--- src/rtl/csel_pkg.sv ---
package csel_pkg;
  typedef enum logic {OP_SUB = 1'b0, OP_ADD = 1'b1} op_e;

  // carry pair: rail0 assumes chain carry 0, rail1 assumes chain carry 1
  typedef struct packed {
    logic r1;
    logic r0;
  } rail_t;
endpackage

--- src/rtl/csel_slice.sv ---
module csel_slice
  import csel_pkg::*;
(
  input  logic  a,
  input  logic  b,
  input  rail_t cin_r,
  output rail_t cout_r,
  output logic  s0,
  output logic  s1
);
  logic p;
  assign p = a ^ b;

  // both candidate sums and carries, one per rail
  assign s0        = p ^ cin_r.r0;
  assign s1        = p ^ cin_r.r1;
  assign cout_r.r0 = (a & b) | (p & cin_r.r0);
  assign cout_r.r1 = (a & b) | (p & cin_r.r1);
endmodule

--- src/rtl/csel_chain.sv ---
module csel_chain
  import csel_pkg::*;
#(
  parameter int WIDTH     = 8,
  parameter int START_BIT = 0
) (
  input  logic [WIDTH-1:0] a,
  input  logic [WIDTH-1:0] b,
  input  logic             sel,
  output logic [WIDTH-1:0] sum,
  output logic             cout
);
  localparam int SPAN = WIDTH - START_BIT;

  rail_t rail [SPAN+1];
  logic [WIDTH-1:0] s0, s1;

  assign rail[0] = '{r1: 1'b1, r0: 1'b0};

  for (genvar i = 0; i < WIDTH; i++) begin : g_bit
    if (i < START_BIT) begin : g_pass
      assign s0[i] = a[i];
      assign s1[i] = a[i];
    end else begin : g_slice
      csel_slice u_slice (
        .a      (a[i]),
        .b      (b[i]),
        .cin_r  (rail[i-START_BIT]),
        .cout_r (rail[i-START_BIT+1]),
        .s0     (s0[i]),
        .s1     (s1[i])
      );
    end
  end

  // the real chain carry picks one rail for the whole word
  assign sum  = sel ? s1 : s0;
  assign cout = sel ? rail[SPAN].r1 : rail[SPAN].r0;
endmodule

--- src/rtl/csel_operand.sv ---
module csel_operand
  import csel_pkg::*;
#(
  parameter int WIDTH = 8
) (
  input  logic [WIDTH-1:0] opa,
  input  logic [WIDTH-1:0] opb,
  input  logic [WIDTH-1:0] acc,
  input  logic             cin,
  input  logic             add_sub,
  input  logic             cnt_en,
  input  logic             up_dn,
  output logic [WIDTH-1:0] a_eff,
  output logic [WIDTH-1:0] b_eff,
  output logic             sel
);
  op_e              op;
  logic [WIDTH-1:0] b_raw;
  logic             c_raw;

  always_comb begin
    op    = op_e'(cnt_en ? up_dn : add_sub);
    a_eff = cnt_en ? acc : opa;
    b_raw = cnt_en ? '0 : opb;
    c_raw = cnt_en ? 1'b1 : cin;
    // operation enters as inversion of B and of the chain carry
    b_eff = (op == OP_ADD) ? b_raw : ~b_raw;
    sel   = (op == OP_ADD) ? c_raw : ~c_raw;
  end
endmodule

--- src/rtl/csel_acc_reg.sv ---
module csel_acc_reg #(
  parameter int WIDTH = 8
) (
  input  logic             clk,
  input  logic             rst,
  input  logic             aclr,
  input  logic             clk_en,
  input  logic             sclr,
  input  logic             sload,
  input  logic [WIDTH-1:0] load_data,
  input  logic [WIDTH-1:0] d,
  output logic [WIDTH-1:0] q
);
  always_ff @(posedge clk or posedge aclr) begin
    if (aclr)          q <= '0;
    else if (rst)      q <= '0;
    else if (clk_en) begin
      if (sclr)        q <= '0;
      else if (sload)  q <= load_data;
      else             q <= d;
    end
  end
endmodule

--- src/rtl/csel_counter.sv ---
module csel_counter #(
  parameter int WIDTH     = 8,
  parameter int START_BIT = 0
) (
  input  logic             clk,
  input  logic             rst,
  input  logic             aclr,
  input  logic [WIDTH-1:0] opa,
  input  logic [WIDTH-1:0] opb,
  input  logic             cin,
  input  logic             add_sub,
  input  logic             clk_en,
  input  logic             cnt_en,
  input  logic             up_dn,
  input  logic             sclr,
  input  logic             sload,
  input  logic [WIDTH-1:0] load_data,
  output logic [WIDTH-1:0] sum_comb,
  output logic [WIDTH-1:0] sum_q,
  output logic             cout
);
  logic [WIDTH-1:0] a_eff, b_eff;
  logic             sel;

  csel_operand #(.WIDTH(WIDTH)) u_opnd (
    .opa(opa), .opb(opb), .acc(sum_q), .cin(cin), .add_sub(add_sub),
    .cnt_en(cnt_en), .up_dn(up_dn), .a_eff(a_eff), .b_eff(b_eff), .sel(sel)
  );

  csel_chain #(.WIDTH(WIDTH), .START_BIT(START_BIT)) u_chain (
    .a(a_eff), .b(b_eff), .sel(sel), .sum(sum_comb), .cout(cout)
  );

  csel_acc_reg #(.WIDTH(WIDTH)) u_reg (
    .clk(clk), .rst(rst), .aclr(aclr), .clk_en(clk_en), .sclr(sclr),
    .sload(sload), .load_data(load_data), .d(sum_comb), .q(sum_q)
  );
endmodule

--- config.mk ---
export PLATFORM = sky130hd
export DESIGN_NAME = csel_counter
export DESIGN_NICKNAME = d
export VERILOG_FILES = /design/src/rtl/csel_pkg.sv /design/src/rtl/csel_slice.sv /design/src/rtl/csel_chain.sv /design/src/rtl/csel_operand.sv /design/src/rtl/csel_acc_reg.sv /design/src/rtl/csel_counter.sv
export SDC_FILE = /design/constraint.sdc
export NUM_CORES = 1
export LEC_CHECK = 0
export ABC_AREA = 1
export ABC_CLOCK_PERIOD_IN_PS = 9650
export BUFFER_PORTS_ARGS = -buffer_cell sky130_fd_sc_hd__buf_2
export CORE_UTILIZATION = 43
export CTS_CLUSTER_SIZE = 24
export DETAILED_ROUTE_END_ITERATION = 6
export GPL_TIMING_DRIVEN = 0
export HOLD_SLACK_MARGIN = 0.02
export PLACE_DENSITY = 0.88
export SETUP_SLACK_MARGIN = 0.05
export SLEW_MARGIN = 5
export SYNTH_ARGS = -nofsm -noshare
export SYNTH_HDL_FRONTEND = slang
export SYNTH_HIERARCHICAL = 1
export SYNTH_SLANG_ARGS = --single-unit
--- constraint.sdc ---
create_clock -name clk -period 9.65 [get_ports clk]
set_input_delay 2.895 -clock clk [delete_from_list [all_inputs] [get_ports clk]]
set_output_delay 2.895 -clock clk [all_outputs]
set_load 0.005 [all_outputs]
==> impl_metrics.csv <==
group,metric,value,unit
status,status,"completed",
placed_design,place_hpwl,2440,microns
clock_network,path_clk_slew,50,ps
placed_design,gp_congestion,0.800,
placed_design,numPortBuffers,48,
placed_design,place_ws,-297,ps
global_route,track_usage,0.235,
timing,slew_violations,0,
global_route,grt_use_met1,0.276,
layout,max_flop_register,"u_reg/q",
timing,clock_skew,2.49,ps
global_route,grt_overflow,0,
layout,largest_register_ffs,8,
floorplanning,dieArea,3000,sq um
timing,fin_crit_sh,0.988,
drt,ant_nets,0,
drt,vias_per_cell,4.88,
critical_path,r2r.worst_path.cells,16,
yosys,yosysWarnings,6,
power_and_ir_drop,cellPowerDensity,99.5,nW/um^2
drt,drt-total-wl,2930,microns
floorplanning,initial_core_util,0.471,
critical_path,path_cells,"buf_2 -> inv_4 -> buf_4 -> nand2_1 -> nand2_2 -> fa_2 -> fa_2 -> fa_2 -> fa_2 -> fa_2 -> fa_2 -> fa_2 -> fa_1 -> nand2_1 -> nand2_1 -> buf_2",
drt,wire_per_inst,11.2,microns
drt,drtPass1Iterations,5,
clock_network,cts_tree,"yes",
timing,finalWorstSetupSlack,115,ps
critical_path,crit_top_cell,"fa_2",
global_route,grt_pass1_wl,4990,microns
yosys,syn-num-nets,229,
drt,drt_iter0_markers,31,
clock_network,clk_latency,250,ps
global_route,grt_max_degree,11,
yosys,netlist_top_cells_area,"nand2_1 (36%), fa_1 (27%), dfrtp_1 (17%)",
timing,finalSetupViolCount,0,
layout,area_growth,29.7,%
critical_path,cpMaxStageDelayCell,"fa_1",
clock_network,cts_buffers,3,
timing,min_period,9530,ps
floorplanning,die_y,54.8,microns
floorplanning,num_rows,18,
clock_network,cts_num_sinks,8,
critical_path,worstSetupEndpointType,"output pin",
power_and_ir_drop,p_leak,0.928,nW
timing,hold_violations,0,
layout,nets,283,
global_route,grt_pass1_vias,1211,
yosys,yosysTopAreaCell,"nand2_1",
drt,route.detailed.drc,0,
global_route,grt_busiest_layer,"met2",
floorplanning,die_x,54.8,microns
yosys,ys_top_cells_by_count,"nand2_1 (116), nand3_1 (17), fa_1 (16)",
global_route,use_met2,0.442,
min_path,hold_depth,2,
yosys,synth_top_area_frac,0.364,
critical_path,crit_required,6760,ps
clock_network,ctsHoldBuffers,0,
critical_path,arrival,6640,ps
clock_network,htreeDepth,1,
clock_network,cts-root-buf,"clkbuf_4",
layout,postLayoutCoreUtil,0.610,
layout,antenna_cells,0,
yosys,syn_avg_cell_area,6.69,sq um
clock_network,cts.path.max_buffers,2,
global_route,antenna_found_initial,0,
yosys,synthArstFlopShare,1.00,
yosys,synth-seq-area-share,0.167,
timing,rsz0062_at_grt,"true",
yosys,synth_flop_cell,"dfrtp_1",
critical_path,worstSetupPathType,"in2out",
layout,drive_gt1_frac,0.364,
timing,fmax,0.105,GHz
critical_path,cp_slowest_stage_delay,480,ps
floorplanning,coreArea,2540,sq um
layout,reg_top3,"u_reg/q x8",
yosys,synth_cell_types,14,
placed_design,dpl_cell_area,1480,sq um
yosys,synth-seq-cells,8,
yosys,syn_inst,179,
min_path,hold_class,"reg2reg",
floorplanning,ios,51,
job,drv_cap,0,
timing,fin_hold_ws,519,ps
layout,fin_area,1550,sq um
yosys,synth_edf_count,0,
critical_path,crit_fanout,10,
power_and_ir_drop,peakVddDrop,0.0858,mV
critical_path,start_kind,"primary input",
yosys,synth.most_common_cell,"nand2_1",
global_route,use_met3,0.0417,
yosys,syn-cell-area,1200,sq um
drt,vias,1274,
cells in the final DEF, fill, tap and decap left out, drive strengths merged:
cell / count
buf: 55
nor2: 3
clkbuf: 3
nand3: 17
fa: 16
inv: 6
conb: 2
dfrtp: 8
nand2: 121
worst max-delay path: cells and delay by family:
| family | cells | cell delay (ps) |
|---|---|---|
| adders and majority gates | 8 | 2960 |
| buffers and inverters | 4 | 470 |
| and+or+nand+nor | 4 | 300 |
worst paths after layout:
check,slack (ps),endpoint,startpoint
worst max register to register,5710,u_reg/q[7],u_reg/q[0]
worst max-delay path,120,sum_comb[7],cnt_en
min in group asynchronous,2570,u_reg/q[7],aclr
max in group asynchronous,6860,u_reg/q[2],aclr
worst min-delay path,520,u_reg/q[2],u_reg/q[2]
worst min register to register,520,u_reg/q[2],u_reg/q[2]
metrics by stage:
stage / instances / power, mW / setup TNS (ps)
global route: 261 / 0.175 / 0
finish: 261 / 0.155 / 0
CTS: 261 / 0.156 / 0
detailed placement: 257 / 0.127 / -445
floorplan: 179 / 0.0945 / 0
global placement: 257 / 0.123 / -227
power breakdown:
part	total (mW)	switching [mW]	leakage [nW]	internal, mW
clock	0.0244	0.0102	0.0138	0.0142
combinational	0.0933	0.0524	0.804	0.0409
sequential	0.0369	0.00150	0.110	0.0354
layer usage:
layer | vias up | part of all wire | routed length, microns
met5 | - | 0 | 0
met4 | 0 | 0 | 0
met3 | 0 | 0.056 | 163
met2 | 43 | 0.51 | 1500
met1 | 584 | 0.43 | 1270
li1 | 647 | - | -
timing repair:
action | CTS | global route
gates resized for setup | 16 | 2
setup buffers | 1 | 0
setup endpoints to repair | 2 | 1
pin swaps | 0 | 1
endpoints found under the hold margin | 0 | 0
logic make-up (layout without fill, tap and decap cells):
group	Yosys count	after routing	share of synthesized area
AND/OR/NAND/NOR	141	141	0.490
adder cells (fa/ha/maj)	16	16	0.268
flip-flops	8	8	0.167
other	2	2	0.00627
buffers and inverters	12	64	0.0690
final cells by class:
cell class	instances	area, sq um
well taps	30	37.5
clock buffers	3	22.5
fillers	250	992
repair buffers	49	248
plain buffers	6	60.1
multi-input cells	159	960
flip-flops and latches	8	200
inverters	6	25.0
Note: power is estimated with default switching activity, not from simulation.
